`config.mk`:
```
export PLATFORM = sky130hd
export DESIGN_NAME = crc_word_gen
export DESIGN_NICKNAME = d
export VERILOG_FILES = /design/src/rtl/crc_word_gen_pkg.sv /design/src/rtl/crc_rst_sync.sv /design/src/rtl/crc_fmatrix.sv /design/src/rtl/crc_seq.sv /design/src/rtl/crc_word_gen.sv
export SDC_FILE = /design/constraint.sdc
export NUM_CORES = 1
export LEC_CHECK = 0
export BUFFER_PORTS_ARGS = -buffer_cell sky130_fd_sc_hd__buf_4
export CAP_MARGIN = 5
export CORE_ASPECT_RATIO = 1.5
export CORE_MARGIN = 3
export CORE_UTILIZATION = 50
export DETAILED_ROUTE_END_ITERATION = 8
export PLACE_DENSITY = 0.82
export SYNTH_ARGS = -nofsm -noshare
export SYNTH_HDL_FRONTEND = slang
export SYNTH_SLANG_ARGS = --single-unit
export TNS_END_PERCENT = 5
```
`constraint.sdc`:
```
create_clock -name clk -period 1.37 [get_ports clk]
set_input_delay 0.0685 -clock clk [delete_from_list [all_inputs] [get_ports clk]]
set_output_delay 0.0685 -clock clk [all_outputs]
set_load 0.02 [all_outputs]
```
`src/rtl/crc_word_gen_pkg.sv`:
```
package crc_word_gen_pkg;

  // Ethernet CRC-32 generator polynomial, x^32 term implied
  localparam logic [31:0] CRC32_POLY = 32'h04C1_1DB7;

  typedef enum logic [1:0] {
    PH_IDLE = 2'd0,
    PH_MSG  = 2'd1,
    PH_PAD  = 2'd2,
    PH_DONE = 2'd3
  } crc_phase_e;

endpackage

```
`src/rtl/crc_rst_sync.sv`:
```
module crc_rst_sync #(
  parameter int STAGES = 2
) (
  input  logic clk,
  input  logic rst_n,
  output logic rst_n_sync
);

  logic [STAGES-1:0] chain_q;
  logic [STAGES-1:0] chain_d;

  always_comb begin
    chain_d = {chain_q[STAGES-2:0], 1'b1};
  end

  always_ff @(posedge clk or negedge rst_n) begin
    if (!rst_n) begin
      chain_q <= '0;
    end else begin
      chain_q <= chain_d;
    end
  end

  assign rst_n_sync = chain_q[STAGES-1];

endmodule

```
`src/rtl/crc_fmatrix.sv`:
```
// Applies DIN_W serial LFSR steps in one combinational pass. The map is
// linear, so each state bit and each input bit owns one column of the
// unrolled matrix; the columns are computed at elaboration.
module crc_fmatrix #(
  parameter int              CRC_W = 32,
  parameter int              DIN_W = 64,
  parameter logic [CRC_W-1:0] POLY = 32'h04C1_1DB7
) (
  input  logic [CRC_W-1:0] state_i,
  input  logic [DIN_W-1:0] din_i,
  output logic [CRC_W-1:0] state_o
);

  localparam logic [CRC_W-1:0] UNIT_S = {{(CRC_W-1){1'b0}}, 1'b1};
  localparam logic [DIN_W-1:0] UNIT_D = {{(DIN_W-1){1'b0}}, 1'b1};

  // Serial reference recursion, evaluated only for constant columns
  function automatic logic [CRC_W-1:0] walk(input logic [CRC_W-1:0] s,
                                            input logic [DIN_W-1:0] d);
    logic [CRC_W-1:0] r;
    logic             fb;
    r = s;
    for (int i = DIN_W - 1; i >= 0; i--) begin
      fb = r[CRC_W-1];
      r  = {r[CRC_W-2:0], d[i]};
      if (fb) r = r ^ POLY;
    end
    return r;
  endfunction

  logic [CRC_W-1:0] s_term [CRC_W];
  logic [CRC_W-1:0] d_term [DIN_W];

  for (genvar j = 0; j < CRC_W; j++) begin : g_scol
    localparam logic [CRC_W-1:0] COL = walk(UNIT_S << j, '0);
    assign s_term[j] = state_i[j] ? COL : '0;
  end

  for (genvar i = 0; i < DIN_W; i++) begin : g_dcol
    localparam logic [CRC_W-1:0] COL = walk('0, UNIT_D << i);
    assign d_term[i] = din_i[i] ? COL : '0;
  end

  always_comb begin
    state_o = '0;
    for (int j = 0; j < CRC_W; j++) state_o = state_o ^ s_term[j];
    for (int i = 0; i < DIN_W; i++) state_o = state_o ^ d_term[i];
  end

endmodule

```
`src/rtl/crc_seq.sv`:
```
module crc_seq
  import crc_word_gen_pkg::*;
(
  input  logic clk,
  input  logic rst_n,
  input  logic start_i,
  input  logic valid_i,
  input  logic last_i,
  output logic clear_o,
  output logic absorb_o,
  output logic pad_o,
  output logic done_o
);

  crc_phase_e phase_q;
  crc_phase_e phase_d;

  always_comb begin
    phase_d = phase_q;
    if (start_i) begin
      phase_d = PH_MSG;
    end else begin
      unique case (phase_q)
        PH_MSG:  if (valid_i && last_i) phase_d = PH_PAD;
        PH_PAD:  phase_d = PH_DONE;
        PH_DONE: phase_d = PH_IDLE;
        default: phase_d = PH_IDLE;
      endcase
    end
  end

  always_ff @(posedge clk or negedge rst_n) begin
    if (!rst_n) begin
      phase_q <= PH_IDLE;
    end else begin
      phase_q <= phase_d;
    end
  end

  assign clear_o  = start_i;
  assign absorb_o = !start_i && (phase_q == PH_MSG) && valid_i;
  assign pad_o    = !start_i && (phase_q == PH_PAD);
  assign done_o   = (phase_q == PH_DONE);

endmodule

```
`src/rtl/crc_word_gen.sv`:
```
module crc_word_gen
  import crc_word_gen_pkg::*;
#(
  parameter int               CRC_W       = 32,
  parameter int               WORD_W      = 64,
  parameter logic [CRC_W-1:0] POLY        = CRC32_POLY,
  parameter int               SYNC_STAGES = 2
) (
  input  logic              clk,
  input  logic              rst_n,
  input  logic              start_i,
  input  logic              valid_i,
  input  logic              last_i,
  input  logic [WORD_W-1:0] data_i,
  output logic              done_o,
  output logic [CRC_W-1:0]  crc_o
);

  localparam int AUG_W = CRC_W;  // zero bits appended after the message

  logic             rst_n_int;
  logic             clear;
  logic             absorb;
  logic             pad;
  logic             state_en;
  logic [CRC_W-1:0] state_q;
  logic [CRC_W-1:0] state_d;
  logic [CRC_W-1:0] word_nxt;
  logic [CRC_W-1:0] pad_nxt;

  crc_rst_sync #(.STAGES(SYNC_STAGES)) u_rst (
    .clk        (clk),
    .rst_n      (rst_n),
    .rst_n_sync (rst_n_int)
  );

  crc_seq u_seq (
    .clk      (clk),
    .rst_n    (rst_n_int),
    .start_i  (start_i),
    .valid_i  (valid_i),
    .last_i   (last_i),
    .clear_o  (clear),
    .absorb_o (absorb),
    .pad_o    (pad),
    .done_o   (done_o)
  );

  crc_fmatrix #(.CRC_W(CRC_W), .DIN_W(WORD_W), .POLY(POLY)) u_word (
    .state_i (state_q),
    .din_i   (data_i),
    .state_o (word_nxt)
  );

  crc_fmatrix #(.CRC_W(CRC_W), .DIN_W(AUG_W), .POLY(POLY)) u_pad (
    .state_i (state_q),
    .din_i   ({AUG_W{1'b0}}),
    .state_o (pad_nxt)
  );

  assign state_en = clear || absorb || pad;

  always_comb begin
    state_d = state_q;
    if (clear)       state_d = '0;
    else if (absorb) state_d = word_nxt;
    else if (pad)    state_d = pad_nxt;
  end

  always_ff @(posedge clk or negedge rst_n_int) begin
    if (!rst_n_int) begin
      state_q <= '0;
    end else if (state_en) begin
      state_q <= state_d;
    end
  end

  assign crc_o = state_q;

endmodule

```
# Yosys cells after proc, flatten, opt, wreduce, memory -nomap -nowiden

Index checks and enable logic that the tools add are counted.
Widths: inputs -> output; s select.

Flip-flop bits (word level): 36
RAM bits: 0
Bits in latches: 0
Memory bits (read-only): 0
Bits of input ports: 69
Output and inout bits: 33
Logic and storage cells: 276
Memories kept: 0

Div/mod/pow operators: 0
Shift-type cells: 0
Mux-type cells: 134
Order comparisons: 0
Bitwise logic cells: 126
Multiply operators: 0
Eq/ne operators: 4
Add/subtract/negate cells: 0
Reduce and logical (&&, ||, !) cells: 9

Operators with widths:

| operator         | count |
|---|---|
| $xor 32x32->32   | 126 |
| $mux 32          | 44 |
| $mux 31          | 23 |
| $mux 30          | 13 |
| $mux 29          | 8 |
| $mux 28          | 6 |
| $mux 27          | 6 |
| $mux 26          | 4 |
| $mux 25          | 3 |
| $mux 24          | 1 |
| $mux 23          | 1 |
| $mux 22          | 1 |
| $mux 21          | 1 |
| $mux 20          | 1 |
| $mux 19          | 1 |
| $mux 18          | 1 |
| $mux 17          | 1 |
| $mux 16          | 1 |
| $mux 15          | 1 |
| $mux 14          | 1 |
| $mux 13          | 1 |
| $mux 12          | 1 |
| $mux 11          | 1 |
| $mux 10          | 1 |
| other kinds (18) | 25 |

# Logic depth before layout (Yosys ltp)

Depth after elaboration: 98
Mapped depth: 8
Gate-level depth less buffers: 8

# Hierarchy

A second synthesis with hierarchy kept.

Cells, all modules: 916
Area total of the unflattened synthesis: 9566.7 um2

By module, submodules not included:

| module               | seq. area each (um2) | area each (um2) | cells an instance | times used |
|---|---|---|---|---|
| crc_fmatrix (u_word) | 0.0                  | 5054.8          | 494               | 1 |
| crc_fmatrix (u_pad)  | 0.0                  | 2606.2          | 258               | 1 |
| crc_word_gen         | 800.8                | 1674.1          | 143               | 1 |
| crc_seq              | 50.0                 | 177.7           | 18                | 1 |
| crc_rst_sync         | 50.0                 | 53.8            | 3                 | 1 |

# Least setup slack after synthesis

OpenSTA, ideal clock, no wires.

Path kind: register -> register
Start: register state_q[6], in the netlist crc_o[6]
End: register state_q[2], in the netlist crc_o[2]
Clock period less this slack: 2355 ps
Buffers on the path: 1
Library setup time: 126 ps
Cell stages (with the launch flop): 8
Arrival: 2229 ps
Setup slack: -985 ps
Required time: 1244 ps
Path through: dfrtp_1 > buf_4 > xor2_2 > xnor2_2 > xor2_1 > xnor3_1 > xnor2_1 > a221o_1

Cells in the longest elaborated chain, start to end: 93
Elaborated cells between the ends (all ways): 121
Classes of those cells: 5 x mux; 116 x bitwise

RTL lines:

| element                      | line               | RTL |
|---|---|---|
| start, declared              | crc_word_gen.sv:26 | `logic [CRC_W-1:0] state_q;` |
| start signal, assigned       | crc_word_gen.sv:74 | `state_q <= state_d;` |
| $mux 27                      | crc_fmatrix.sv:36  | `assign s_term[j] = state_i[j] ? COL : '0;` |
| $xor 32x32->32 (26 in a row) | crc_fmatrix.sv:46  | `for (int j = 0; j < CRC_W; j++) state_o = state_o ^ s_term[j];` |
| $xor 32x32->32 (64 in a row) | crc_fmatrix.sv:47  | `for (int i = 0; i < DIN_W; i++) state_o = state_o ^ d_term[i];` |
| $mux 32 *                    | crc_word_gen.sv:66 | `else if (absorb) state_d = word_nxt;` |
| $mux 32 *                    | crc_word_gen.sv:65 | `if (clear) state_d = '0;` |

Mark *: on every way between the ends. The rest lies on a longest branch, timed or not. The select of a mux whose other input is x is not followed.
A chain may end at the register's enable or synchronous reset.

# Worst setup path after layout

Start: register state_q[11], in the netlist crc_o[11]
End: register state_q[8], in the netlist crc_o[8]

Cells in the longest elaborated chain, start to end: 88
Elaborated cells between the ends (all ways): 111
Classes of those cells: 5 x mux; 106 x bitwise

RTL lines:

| element                      | line |
|---|---|
| $mux 32                      | crc_fmatrix.sv:36 |
| $xor 32x32->32 (21 in a row) | crc_fmatrix.sv:46 |
| $xor 32x32->32 (64 in a row) | crc_fmatrix.sv:47 |
| $mux 32 *                    | crc_word_gen.sv:66 |
| $mux 32 *                    | crc_word_gen.sv:65 |

Marks and branches as above.

==> impl_metrics.ini <==
[outcome]
outcome = finished with violations
failed_checks = setup timing

[power]
power_density_nw_per_um2 = 3300
leakagePower_nw = 6.434
p_total_mw = 46.62
peakVddDrop_v = 0.002507

[placed_design]
placedInstanceArea_um2 = 12740
portBuffers = 101
dp_hpwl_mm = 34.65
gp_congestion = 1.075
place_ws_ps = -1130
dp.cells = 1472

[clock_tree]
cts_max_level = 2
path_clk_slew_ps = 70
clock_path_buffers = 2
cts-buffers-inserted = 5
clock-sinks = 36
cts_tree = done
root_buffer = clkbuf_16
clkLatencyLatePin_ps = 290

[timing]
layout_min_cycle_time_ps = 2358
clock_skew_ps = 7.878
tightestPinTransition_ps = 584.3
rsz0062_at_grt = true
final_hold_viol_count = 0
setup_viol = 33
finalCritPeriodShare_pct = 172.1
setup_slack_ps = -988.3
max_slew_margin_pct = 60.77
fmax_mhz = 424.0
slew_viol_final = 0

[final_layout]
drive_above_1_share_pct = 51.58
area_delta_synth_final_pct = 63.04
num_antenna_cells = 0
final_area_um2 = 14130
fin_cells = 1511
fillers = 1007
final_util_pct = 83.56
fin_nets = 1373

[critical_path]
start_kind = register
path_class = reg -> reg
crit_top_cell = xnor2_1
cpMaxStageDelayCell = dfrtp_2
critical-path-max-stage-delay_ps = 500
critPathRequiredTime_ps = 1570
worstPathMaxFanout = 5
regToRegSetupSlack_ps = -990
crit_chain = buf_4, xnor2_1, xnor2_1, xnor2_1, xnor3_1, xnor2_1, buf_4, o221ai_1
critPathCaptureType = register
arrival_ps = 2560

[global_route]
grt_usage_pct = 43.61
use_met1_pct = 48.56
top_usage_layer = met2
grt.overflow.total = 0
globalRouteMet2Util_pct = 72.17
grt_max_degree = 35
grt_pass1_vias = 8604
antenna_found_initial = 0
grtUsageMet3_pct = 6.471
grt_pass1_wl_mm = 58.02

[logic_synthesis]
ys_types = 35
synthesis.area_um2 = 8666
synth_edf_count = 0
yosys-top-cells-area = xnor2_1 47%, xnor3_1 18%, dfrtp_1 10%, xor2_1 8.9%, buf_2 1.9%
synth_nets = 917
ys_ff_latch = 36
avgSynthCellArea_um2 = 10.27
yosysWarnings = 0
postSynthCellCount = 844
async_reset_ff_share_pct = 100.0
synth_top_flop_cell = dfrtp_1
synth_top_cell_by_area = xnor2_1
synth_common_cells = 465 x xnor2_1, 88 x xor2_1, 70 x xnor3_1
synth_top_cell_area_share_pct = 47.00
yosysMostFrequentCell = xnor2_1
ys_seq_area_share_pct = 10.40

[detailed_routing]
drtIter0Drc = 891
remaining_drc_errors = 0
vias_per_cell = 5.576
vias = 8426
wire_per_inst_um = 28.27
routed_wl_mm = 42.72
antenna_left = 0
dr.pass1.iters = 5

[flow_run]
maxCapViolCount = 0

[floorplan]
die_y_um = 167.2
die_w_um = 113.5
core_um2 = 16910
start_util_pct = 51.25
ios = 102
dieArea_um2 = 18980
rows = 58

[min_path]
hold_class = in -> reg
-- critical path, delay by kind of cell, from the launching register on --
family          cells  cell delay (ps)
flops               1              500
buf+inv             2              330
compound gates      1              190
xor+xnor            5             1250
-- cells in the final DEF, fill, tap and decap left out, drive strengths merged --
cell type      n
a21oi          3
o221ai         7
xnor3         70
a211oi         1
dfrtp         36
ha             4
conb           1
o22ai          4
clkinv         1
inv            5
nand2b         1
a21o           3
a211o          1
xor2          92
nand3b         1
nor2           6
nand2         14
and2           2
or3            1
dlygate4sd3    2
mux2i          2
a221o          3
nand3          5
clkbuf         6
or2            1
buf          515
xnor2        476
nor3           1
bufinv         1
xor3           5
a22oi         15
o21ai         16
-- per-stage QoR --
stage	hold slack [ps]	setup TNS (ps)
5_1_grt	30.64	-28980
3_3_place_gp	-148.6	-29810
4_1_cts	29.13	-26280
6_report	38.62	-27730
2_1_floorplan	-227.1	-22270
3_5_place_dp	-146.4	-29920
-- cells by family after synthesis --
group                      Yosys count  share of synthesized area (%)
other                                1                        0.04327
buffers and inverters               73                          4.245
AOI/OAI and AO/OA                   53                          4.187
adders and majority gates            4                         0.5776
and+or+nand+nor                     32                          1.660
DFF                                 36                          10.40
muxes                                2                         0.2310
xor gates and xnor gates           643                          78.66
-- routing by layer --
layer / wire (um) / share of wire (%)
met5: 0 / 0
met4: 4743 / 11
met3: 3326 / 7.8
met2: 20330 / 48
met1: 14320 / 34
-- path summary, 6_finish.rpt --
check / startpoint / endpoint / depth (start not counted)
worst max-delay path: crc_o[11] / crc_o[8] / 8
worst min-delay path: start_i / u_seq.phase_q[0] / 2
worst max register to register: crc_o[11] / crc_o[8] / 8
worst min register to register: u_rst.chain_q[1] / crc_o[16] / 1
max in group asynchronous: u_rst.chain_q[1] / crc_o[5] / 1
min in group asynchronous: rst_n / u_rst.chain_q[0] / 2
-- report_power, final --
part	internal, mW	leakage (nW)	switching [mW]
clock	0.860	0.0808	0.543
combinational	23.5	5.90	19.9
sequential	1.35	0.453	0.474
total	25.7	6.43	20.9
-- registers in the layout (all words and copies together), names as in the netlist --
| name | cells |
|---|---|
| crc_o | 32 |
| u_rst.chain_q | 2 |
| u_seq.phase_q | 2 |
-- repair_timing --
item                       in CTS  in global routing
hold endpoints to repair        5                  0
buffers inserted               15                 14
setup endpoints to repair      34                 33
hold buffers                    2                  0
resized for setup              85                 54
pin swaps                      22                 29
-- final cells by class --
type | count | area, um2 | area share [%]
clock buffers | 6 | 128.9 | 0.9121
clock inverters | 2 | 35.03 | 0.2480
inverters | 5 | 18.77 | 0.1328
multi-input cells | 735 | 8506 | 60.20
flip-flops and latches | 36 | 927.1 | 6.562
well taps | 210 | 262.8 | 1.860
repair buffers | 517 | 4250 | 30.08
Power figures use the tool's default switching activity.
